<file path="config.mk">
export PLATFORM = sky130hd
export DESIGN_NAME = irq_gateway
export DESIGN_NICKNAME = d
export VERILOG_FILES = /design/src/rtl/irq_gw_pkg.sv /design/src/rtl/irq_gw_sampler.sv /design/src/rtl/irq_gw_cell.sv /design/src/rtl/irq_gateway.sv
export SDC_FILE = /design/constraint.sdc
export NUM_CORES = 1
export LEC_CHECK = 0
export BUFFER_PORTS_ARGS = -buffer_cell sky130_fd_sc_hd__buf_4
export CORE_MARGIN = 2
export CORE_UTILIZATION = 49
export DETAILED_ROUTE_END_ITERATION = 6
export PLACE_DENSITY = 0.81
export REMOVE_ABC_BUFFERS = 1
export SETUP_SLACK_MARGIN = 0.5
export SLEW_MARGIN = 15
export SYNTH_ARGS = -nofsm -noshare
export SYNTH_HDL_FRONTEND = slang
export SYNTH_HIERARCHICAL = 1
export SYNTH_SLANG_ARGS = --single-unit
</file>
<file path="constraint.sdc">
create_clock -name clk_i -period 1.55 [get_ports clk_i]
set_clock_uncertainty 0.15 [all_clocks]
set_input_delay 0.31 -clock clk_i [delete_from_list [all_inputs] [get_ports clk_i]]
set_output_delay 0.31 -clock clk_i [all_outputs]
set_load 0.03 [all_outputs]
</file>
<file path="src/rtl/irq_gw_pkg.sv">
package irq_gw_pkg;

    // bit 1 = busy (forwarded, awaiting completion), bit 0 = held level request
    typedef enum logic [1:0] {
        GW_RDY_CLR  = 2'b00,
        GW_RDY_HELD = 2'b01,
        GW_BSY_CLR  = 2'b10,
        GW_BSY_HELD = 2'b11
    } gw_state_e;

    function automatic gw_state_e gw_encode(input logic busy, input logic held);
        return gw_state_e'({busy, held});
    endfunction

    function automatic logic gw_is_busy(input gw_state_e s);
        return s[1];
    endfunction

    function automatic logic gw_is_held(input gw_state_e s);
        return s[0];
    endfunction

endpackage

</file>
<file path="src/rtl/irq_gw_sampler.sv">
module irq_gw_sampler #(
    parameter int WIDTH = 4
) (
    input  logic             clk_i,
    input  logic             rst_ni,
    input  logic [WIDTH-1:0] req_i,
    output logic [WIDTH-1:0] cur_o,
    output logic [WIDTH-1:0] prev_o
);

    logic [WIDTH-1:0] cur_q;
    logic [WIDTH-1:0] prev_q;

    always_ff @(posedge clk_i or negedge rst_ni) begin
        if (!rst_ni) begin
            cur_q  <= '0;
            prev_q <= '0;
        end else begin
            cur_q  <= req_i;
            prev_q <= cur_q;
        end
    end

    assign cur_o  = cur_q;
    assign prev_o = prev_q;

endmodule

</file>
<file path="src/rtl/irq_gw_cell.sv">
module irq_gw_cell
    import irq_gw_pkg::*;
(
    input  logic clk_i,
    input  logic rst_ni,
    input  logic hi_i,
    input  logic prev_i,
    input  logic lvl_i,
    input  logic pnz_i,
    input  logic wake_i,
    input  logic cmp_i,
    output logic set_pend_o
);

    gw_state_e state_q;
    gw_state_e state_d;
    logic      busy_q;
    logic      held_q;
    logic      req_evt;
    logic      held_n;
    logic      busy_n;
    logic      fwd;
    logic      set_pend_q;

    assign busy_q = gw_is_busy(state_q);
    assign held_q = gw_is_held(state_q);

    // next state: completion resolves before a new request
    always_comb begin
        req_evt = lvl_i ? hi_i : (hi_i & ~prev_i);
        held_n  = lvl_i ? hi_i : held_q;
        fwd     = 1'b0;
        busy_n  = 1'b0;
        unique case (state_q)
            GW_RDY_CLR, GW_RDY_HELD: begin
                // ACCEPT or WAKE; a completion here is ignored
                if (pnz_i && (req_evt || (wake_i && held_q))) begin
                    fwd    = 1'b1;
                    busy_n = 1'b1;
                end
            end
            GW_BSY_CLR: begin
                if (cmp_i) begin
                    // RELEASE, then a same-cycle request may be accepted
                    fwd    = pnz_i && req_evt;
                    busy_n = pnz_i && req_evt;
                end else begin
                    busy_n = 1'b1;
                end
            end
            GW_BSY_HELD: begin
                if (cmp_i) begin
                    // REFIRE when priority allows, else RELEASE
                    fwd    = pnz_i;
                    busy_n = pnz_i;
                end else begin
                    busy_n = 1'b1;
                end
            end
            default: begin
                busy_n = 1'b0;
            end
        endcase
        state_d = gw_encode(busy_n, held_n);
    end

    // state register
    always_ff @(posedge clk_i or negedge rst_ni) begin
        if (!rst_ni) begin
            state_q <= GW_RDY_CLR;
        end else begin
            state_q <= state_d;
        end
    end

    // output register
    always_ff @(posedge clk_i or negedge rst_ni) begin
        if (!rst_ni) begin
            set_pend_q <= 1'b0;
        end else begin
            set_pend_q <= fwd;
        end
    end

    assign set_pend_o = set_pend_q;

endmodule

</file>
<file path="src/rtl/irq_gateway.sv">
module irq_gateway #(
    parameter int NUM_SRC = 4
) (
    input  logic               clk_i,
    input  logic               rst_ni,
    input  logic [NUM_SRC-1:0] req_i,
    input  logic [NUM_SRC-1:0] lvl_mode_i,
    input  logic [NUM_SRC-1:0] prio_nz_i,
    input  logic [NUM_SRC-1:0] prio_wake_i,
    input  logic [NUM_SRC-1:0] done_i,
    output logic [NUM_SRC-1:0] set_pend_o
);

    localparam int LastSrc = NUM_SRC - 1;

    logic [LastSrc:0] req_cur;
    logic [LastSrc:0] req_prev;

    irq_gw_sampler #(.WIDTH(NUM_SRC)) u_sampler (
        .clk_i  (clk_i),
        .rst_ni (rst_ni),
        .req_i  (req_i),
        .cur_o  (req_cur),
        .prev_o (req_prev)
    );

    for (genvar s = 0; s < NUM_SRC; s++) begin : g_src
        irq_gw_cell u_cell (
            .clk_i      (clk_i),
            .rst_ni     (rst_ni),
            .hi_i       (req_cur[s]),
            .prev_i     (req_prev[s]),
            .lvl_i      (lvl_mode_i[s]),
            .pnz_i      (prio_nz_i[s]),
            .wake_i     (prio_wake_i[s]),
            .cmp_i      (done_i[s]),
            .set_pend_o (set_pend_o[s])
        );
    end

endmodule

</file>
==> results of run 1 <==
metal layers:
layer | vias to the layer above | wire length [um] | track usage
li1 | 271 | - | -
met1 | 280 | 541 | 0.1960
met2 | 17 | 869 | 0.3508
met3 | 2 | 60 | 0.03017
met4 | 0 | 6 | 0.07500
met5 | - | 0 | 0
worst min-delay path by stage:
stage | endpoint | cells after the start
2_1_floorplan | g_src[0].u_cell/set_pend_o$_DFF_PN0_ | 0
3_3_place_gp | u_sampler/cur_o[0]$_DFF_PN0_ | 1
3_5_place_dp | u_sampler/cur_o[0]$_DFF_PN0_ | 1
4_1_cts | g_src[1].u_cell/state_q[0]$_DFFE_PN0P_ | 2
5_1_grt | g_src[3].u_cell/state_q[0]$_DFFE_PN0P_ | 2
6_report | g_src[1].u_cell/state_q[0]$_DFFE_PN0P_ | 2
layout make-up:
class	instances	area [sq um]
sequential	20	500.5
timing repair buffer	33	279.0
fill	99	279.0
multi-input combinational	32	221.5
clock buffer	4	36.28
tap	15	18.77
inverter	4	15.01
per-stage QoR:
step | util | hold WS [ps] | setup WS [ps] | std cells | instance area, sq um
floorplan | - | -135.6 | 586.6 | 56 | 725.7
global placement | 0.6905 | 43.21 | 525.3 | 96 | 932.1
detailed placement | 0.6905 | 46.65 | 456.0 | 96 | 932.1
CTS | 0.7739 | 104.1 | 244.4 | 106 | 1045
global route | 0.7933 | 106.1 | 217.9 | 108 | 1071
finish | 0.7933 | 114.9 | 262.9 | 108 | 1071
cells by family after synthesis:
kind of cell / synth area share
flops: 0.6897
compound gates: 0.1655
buf+inv: 0.02068
mux: 0.06206
simple gates: 0.06206
registers in the layout, summed over array words and instances (netlist names):
register,cells
g_src.u_cell/set_pend_o,4
g_src.u_cell/state_q,8
u_sampler/cur_o,4
u_sampler/prev_o,4
cells in the mapped netlist (all sizes together):
library cell	number
mux2	4
inv	4
o211ai	8
o21ai	4
a21oi	8
nor2	4
dfrtp	20
and2b	4
power by group:
group / total [W] / switching (W) / leakage (nW) / internal [W]
Clock: 0.000295 / 0.000152 / 0.0210 / 0.000143
Combinational: 0.000206 / 0.0000898 / 0.255 / 0.000117
Sequential: 0.000602 / 0.0000329 / 0.240 / 0.000569
what timing repair did:
action,CTS,global route
setup endpoints to repair,5,9
hold buffers,5,0
setup buffers,1,2
pin swaps,0,2
resized for setup,5,3
endpoints found under the hold margin,24,0
==> impl_metrics.ini, run 1 <==
[global_route]
grt-ovfl-total = 0
grt_antenna_before_repair = 0
grt_max_degree = 21
grt_use_total = 0.1838
grt_pass1_vias = 658
grt_pass1_wl_um = 2511

[critical_path]
endpoint = set_pend_o[2]
startpoint = g_src[2].u_cell/set_pend_o$_DFF_PN0_
cp_slowest_cell = dfrtp_1
worstPathRequired_ps = 1090
worstPathMaxFanout = 1
cp.arrival_ps = 830
rr_worst_depth = 3
worst-path-buf-inv = 1
crit_chain = buf_6
slowest_delay_ps = 390
r2r-start = g_src[2].u_cell/state_q[1]$_DFF_PN0_
r2r-end = g_src[2].u_cell/state_q[1]$_DFF_PN0_
path_depth = 1
reg2reg_slack_ps = 490
critPathLaunchType = register
worstSetupEndpointType = primary output
crit_type = register to primary output
crit_family = flip-flops

[cells_and_area]
antenna_cells = 0
nets = 116
syn2layout_area_growth_pct = 47.59
drive_above_1_share = 0.4194
mostFrequentLayoutCells = 23 x buf_4, 20 x dfrtp_1, 8 x o211ai_1
final_common_cell = buf_4

[drt]
vias_per_cell = 5.278
drc = 0
wirelength_um = 1478
wire_per_inst_um = 13.69
ant_nets = 0
first_iter_violations = 6
vias = 570
dr.pass1.iters = 4

[pwr]
peakVddDrop_mv = 0.7727
p_leak_nw = 0.5153
p_total_w = 0.001104
power_density_mw_per_mm2 = 1031

[status]
run_status = finished, final reports clean

[clock_tree]
clk_pin_slew_ps = 110
cts_buffer_depth = 2
cts_buffers = 3
cts_tree = yes
clk_root_buffer_cell = clkbuf_4
cts.sinks = 20
clk_latency_ps = 290
htree_levels = 1

[die]
rows = 13
die_area_sq_mm = 0.001805
die_w_um = 42.49
die_h_um = 42.49
initial_core_util = 0.5375
core_area_sq_mm = 0.001350
ios = 26

[sta]
worst_slew_pin_slew_ps = 240.2
hold_viol = 0
rsz0062_at_grt = yes
max_freq_ghz = 0.7769
period_minus_slack_ps = 1287
setup_violations = 0
slew_headroom = 0.8399
tns_ps = 0
slew_viol_final = 0
period_share = 0.8304

[synthesis]
synthTopCellsByArea = dfrtp_1 69%, o211ai_1 8.3%, mux2_2 6.2%, a21oi_1 5.5%, and2b_1 4.1%
yosys_warnings = 6
yosysTopAreaCell = dfrtp_1
synth-seq-area-share = 0.6897
syn_area_per_cell_sq_um = 12.96
synth-seq-cells = 20
synthesis.area_sq_um = 725.7
synth_top_area_frac = 0.6897
synthCells = 56
netlist-cell-type-count = 8

[worst_hold_path]
holdCritPathClass = input pin to register
hold_start = lvl_mode_i[1]

[placement]
io_buffer_count = 25
place.gp.congestion = 0.6654

[flow_run]
drv_cap = 0
Power figures use the tool's default switching activity.
==> inputs of run 2 (changes only) <==
Settings changed: ABC_AREA from default to 1, CORE_UTILIZATION 49 to 46, PLACE_DENSITY 0.81 to 0.76.
Clock period 1.55 ns to 1.2 ns, I/O delays scaled along.
==> impl_metrics.ini, run 2 <==
[die]
die_h_um = 44.27
die_area_sq_mm = 0.001959
ios = 26
initial_core_util = 0.4950
die_w_um = 44.27
core_area_sq_mm = 0.001506
rows = 14

[sta]
setup_slack_ps = -10.27
worst_slew_pin_slew_ps = 243.4
hold_viol = 24
period_minus_slack_ps = 1210
slew_viol_final = 0
period_share = 1.009
max_freq_ghz = 0.8263
setup_violations = 3
slew_headroom = 0.8377
rsz0062_at_grt = yes
timing.hold.ws_ps = -351.0

[worst_hold_path]
holdCritPathClass = input pin to async pin

[critical_path]
worstPathRequired_ps = 810
crit_type = register to primary output
critPathLaunchType = register
endpoint = set_pend_o[3]
path_depth = 1
cp.arrival_ps = 820
worstSetupEndpointType = primary output
r2r-end = g_src[3].u_cell/state_q[1]$_DFF_PN0_
crit_chain = buf_6
cp_slowest_cell = dfrtp_1
slowest_delay_ps = 390
rr_worst_depth = 4
reg2reg_slack_ps = 220
r2r-start = g_src[3].u_cell/state_q[1]$_DFF_PN0_
crit_family = flip-flops
startpoint = g_src[3].u_cell/set_pend_o$_DFF_PN0_
worstPathMaxFanout = 1
worst-path-buf-inv = 1

[global_route]
grt_antenna_before_repair = 0
grt_pass1_vias = 538
grt_pass1_wl_um = 2049
grt_use_total = 0.1492
grt_max_degree = 21
grt-ovfl-total = 0

[synthesis]
async_reset_ff_frac = 1.000
synth_flop_cell = dfrtp_1
yosysTopAreaCell = dfrtp_1
synth-seq-cells = 20
synthesis.area_sq_um = 745.7
synth_edf_count = 0
synth-seq-area-share = 0.6711
yosysMostFrequentCell = dfrtp_1
netlist-cell-type-count = 7
synthCells = 64
synth_top_area_frac = 0.6711
synth.top_cells.by_count = 20 x dfrtp_1, 12 x inv_1, 8 x nand2_2, 8 x nor2_2, 8 x o21ai_1
yosys_warnings = 6
syn_area_per_cell_sq_um = 11.65
synthTopCellsByArea = dfrtp_1 67%, nand2_2 6.7%, nor2_2 6.7%, inv_1 6.0%, mux2_1 6.0%

[clock_tree]
htree_levels = 1
cts_buffers = 3
clk_root_buffer_cell = clkbuf_4
cts.sinks = 20
cts_buffer_depth = 2
clk_latency_ps = 290
cts_tree = yes
clk_pin_slew_ps = 100

[cells_and_area]
drive_above_1_share = 0.5376
final_common_cell = buf_4
mostFrequentLayoutCells = 21 x buf_4, 20 x dfrtp_1, 12 x inv_1
regMostFlops = g_src.u_cell/state_q
fillers = 133
syn2layout_area_growth_pct = 36.91
fin_cells = 109
antenna_cells = 0
largest_register_ffs = 8
nets = 117

[placement]
place.gp.congestion = 0.6977
dp_hpwl_um = 897.6
place_inst = 105
io_buffer_count = 25

[pwr]
power_density_mw_per_mm2 = 1276
peakVddDrop_mv = 0.9301
p_total_w = 0.001303
p_leak_nw = 0.5373

[drt]
wire_per_inst_um = 11.50
first_iter_violations = 5
ant_nets = 0
vias_per_cell = 4.752
wirelength_um = 1253
dr.pass1.iters = 4
drc = 0
vias = 518

[flow_run]
drv_cap = 0

[status]
failed_checks = negative hold slack, negative setup slack
run_status = finished with violations
-- run 2: cell types whose count changed after synthesis, sizes merged --
cell,previous run,this run
and2b,4,0
nand2,0,12
nor2,4,8
o21ai,4,8
a21oi,8,0
o211ai,8,0
inv,4,12
-- run 2: kinds of logic (layout without fill, tap and decap cells) --
kind of cell | count (synthesis) | after routing | synth area share
compound gates | 8 | 8 | 0.05369
buf+inv | 12 | 41 | 0.06040
flops | 20 | 20 | 0.6711
mux | 4 | 4 | 0.06040
simple gates | 20 | 20 | 0.1544
-- run 2: area by class of cell --
class | instances | area (sq um) | share of cell area
clock buffers | 3 | 22.52 | 0.02206
inverters | 12 | 45.04 | 0.04412
flip-flops and latches | 20 | 500.5 | 0.4902
multi-input cells | 32 | 219.0 | 0.2145
repair buffers | 26 | 214.0 | 0.2096
well taps | 16 | 20.02 | 0.01961
-- run 2: how the worst min path moves through the flow --
stage	startpoint	end	slack (ps)	depth (start not counted)
floorplan	rst_ni	g_src[0].u_cell/set_pend_o$_DFF_PN0_	-210	0
finish	rst_ni	g_src[3].u_cell/set_pend_o$_DFF_PN0_	-350	1
CTS	rst_ni	g_src[0].u_cell/state_q[0]$_DFFE_PN0P_	-350	1
global placement	rst_ni	g_src[0].u_cell/set_pend_o$_DFF_PN0_	-30	1
detailed placement	rst_ni	g_src[3].u_cell/set_pend_o$_DFF_PN0_	-30	1
global route	rst_ni	g_src[3].u_cell/set_pend_o$_DFF_PN0_	-340	1
-- run 2: power by group --
group / internal (W) / switching (W) / leakage, nW / total (W)
clock: 0.000117 / 0.000188 / 0.0138 / 0.000305
sequential: 0.000730 / 0.0000309 / 0.239 / 0.000761
combinational: 0.000124 / 0.000112 / 0.284 / 0.000237
total: 0.000971 / 0.000331 / 0.537 / 0.00130
-- run 2: timing repair --
action                                  CTS  global route
hold endpoints to repair                 24            24
setup buffers                             1             0
endpoints found under the setup margin   16            17
resized for setup                         8             2
-- run 2: layer usage --
| layer | up-vias | wire length [um] | global-route usage |
|---|---|---|---|
| li1 | 252 | - | - |
| met1 | 246 | 478 | 0.1576 |
| met2 | 18 | 684 | 0.2735 |
| met3 | 2 | 73 | 0.02449 |
| met4 | 0 | 17 | 0.09091 |
| met5 | - | 0 | 0 |
-- run 2: metrics by stage --
stage	worst slack [ps]	util	cell area, sq um	TNS, ps	hold slack, ps
6_report	-10.27	0.6777	1021	-20.24	-351.0
5_1_grt	-42.35	0.6777	1021	-144.7	-342.9
4_1_cts	-21.90	0.6728	1013	-66.63	-351.3
3_5_place_dp	243.1	0.6329	953.4	0	-25.32
3_3_place_gp	259.9	0.6329	953.4	0	-25.24
2_1_floorplan	287.4	-	745.7	0	-205.6
==> inputs of run 3 (changes only) <==
Settings changed: ABC_CLOCK_PERIOD_IN_PS from default to 1000, CORE_UTILIZATION 46 to 42, PLACE_DENSITY 0.76 to 0.74.
Clock period 1.2 ns to 1 ns, I/O delays scaled along.
==> impl_metrics.ini, run 3 (synthesis gave the netlist of run 2 again) <==
[cells_and_area]
final_common_cell = buf_4
fin_util = 0.5963
nets = 116
fin_area_sq_mm = 0.001007
mostFrequentLayoutCells = 21 x buf_4, 20 x dfrtp_1, 12 x inv_1
antenna_cells = 0
drive_above_1_share = 0.5217
fin_cells = 109
regMostFlops = g_src.u_cell/state_q
syn2layout_area_growth_pct = 35.07
largest_register_ffs = 8

[critical_path]
worst-path-buf-inv = 1
crit_type = register to primary output
worstSetupEndpointType = primary output
cp_slowest_cell = dfrtp_1
reg2reg_slack_ps = 20
worstPathRequired_ps = 650
slowest_delay_ps = 390
startpoint = g_src[0].u_cell/set_pend_o$_DFF_PN0_
cp.arrival_ps = 810
crit_family = flip-flops
worstPathMaxFanout = 1
crit_chain = buf_6
critPathLaunchType = register
r2r-start = g_src[1].u_cell/state_q[1]$_DFF_PN0_

[pwr]
p_leak_nw = 0.5295
power_density_mw_per_mm2 = 1536
peakVddDrop_mv = 0.6940

[global_route]
grt_max_degree = 21
grt_use_total = 0.1412
grt_antenna_before_repair = 0
grt_pass1_wl_um = 1952
grt-ovfl-total = 0
grt_pass1_vias = 496

[die]
rows = 15
die_h_um = 46.14
initial_core_util = 0.4415
ios = 26
core_area_sq_mm = 0.001689
die_area_sq_mm = 0.002128
die_w_um = 46.14

[placement]
pre_cts_ws_ps = 31.61
placed_cell_area_sq_um = 954.7
io_buffer_count = 25
dp_hpwl_um = 898.6
place.gp.congestion = 0.7345
place_inst = 106

[drt]
vias = 503
dr.pass1.iters = 2
wire_per_inst_um = 11.07
first_iter_violations = 5
wirelength_um = 1207
vias_per_cell = 4.615
drc = 0
ant_nets = 0

[sta]
hold_viol = 29
timing.hold.ws_ps = -390.5
period_share = 1.163
setup_slack_ps = -162.6
worst_slew_pin_slew_ps = 242.4
slew_headroom = 0.8384
max_freq_ghz = 0.8602
slew_viol_final = 0
period_minus_slack_ps = 1163
rsz0062_at_grt = yes
setup_violations = 4
tns_ps = -635.4

[status]
failed_checks = negative hold slack, negative setup slack
run_status = finished with violations

[clock_tree]
post_cts_buffers = 0
clk_pin_slew_ps = 100
cts.sinks = 20
cts_buffers = 3
clk_root_buffer_cell = clkbuf_4
clk_latency_ps = 290
cts_buffer_depth = 2
htree_levels = 1
cts_tree = yes

[worst_hold_path]
holdCritPathClass = input pin to async pin

[flow_run]
drv_cap = 0
==> run 3: changes by cell type in the layout (fill, tap and decap cells not counted), sizes merged <==
cell	delta
buf	-1
==> run 3: final timing paths <==
check / endpoint / depth (start not counted)
worst min register to register: u_sampler/prev_o[3]$_DFF_PN0_ / 0
min in group clk_i: u_sampler/cur_o[1]$_DFF_PN0_ / 1
worst max register to register: g_src[1].u_cell/state_q[1]$_DFF_PN0_ / 4
worst min-delay path: g_src[0].u_cell/set_pend_o$_DFF_PN0_ / 1
worst max-delay path: set_pend_o[0] / 1
max in group asynchronous: g_src[2].u_cell/set_pend_o$_DFF_PN0_ / 1
==> run 3: power by group <==
| group | internal, W | switching [W] |
|---|---|---|
| Combinational | 0.000145 | 0.000135 |
| Sequential | 0.000876 | 0.0000327 |
| Clock | 0.000140 | 0.000219 |
| Total | 0.00116 | 0.000386 |
==> run 3: layer usage <==
layer / part of all wire / wire length, um / vias to the layer above / track usage
met3: 0.037 / 45 / 2 / 0.04706
met5: 0 / 0 / - / 0
met4: 0.021 / 25 / 0 / 0.1200
li1: - / - / 251 / -
met1: 0.45 / 538 / 237 / 0.1730
met2: 0.50 / 598 / 13 / 0.1972
==> run 3: what timing repair did <==
action                                  4_1_cts  5_1_grt
pin swaps                                     0        1
hold endpoints to repair                     33       34
endpoints found under the setup margin       20       20
resized for setup                             8        0
==> run 3: cell type report <==
cell class / count / area, sq um
multi-input combinational: 32 / 215.2
tap: 17 / 21.27
inverter: 12 / 45.04
clock buffer: 3 / 22.52
timing repair buffer: 25 / 202.7
fill: 127 / 681.9
sequential: 20 / 500.5
==> run 3: through the flow <==
stage,power (W),hold WS (ps)
after floorplan,0.001051,-245.6
after global placement,0.001169,-63.59
after detailed placement,0.001179,-63.34
after CTS,0.001580,-396.2
after global routing,0.001660,-402.5
final,0.001548,-390.5
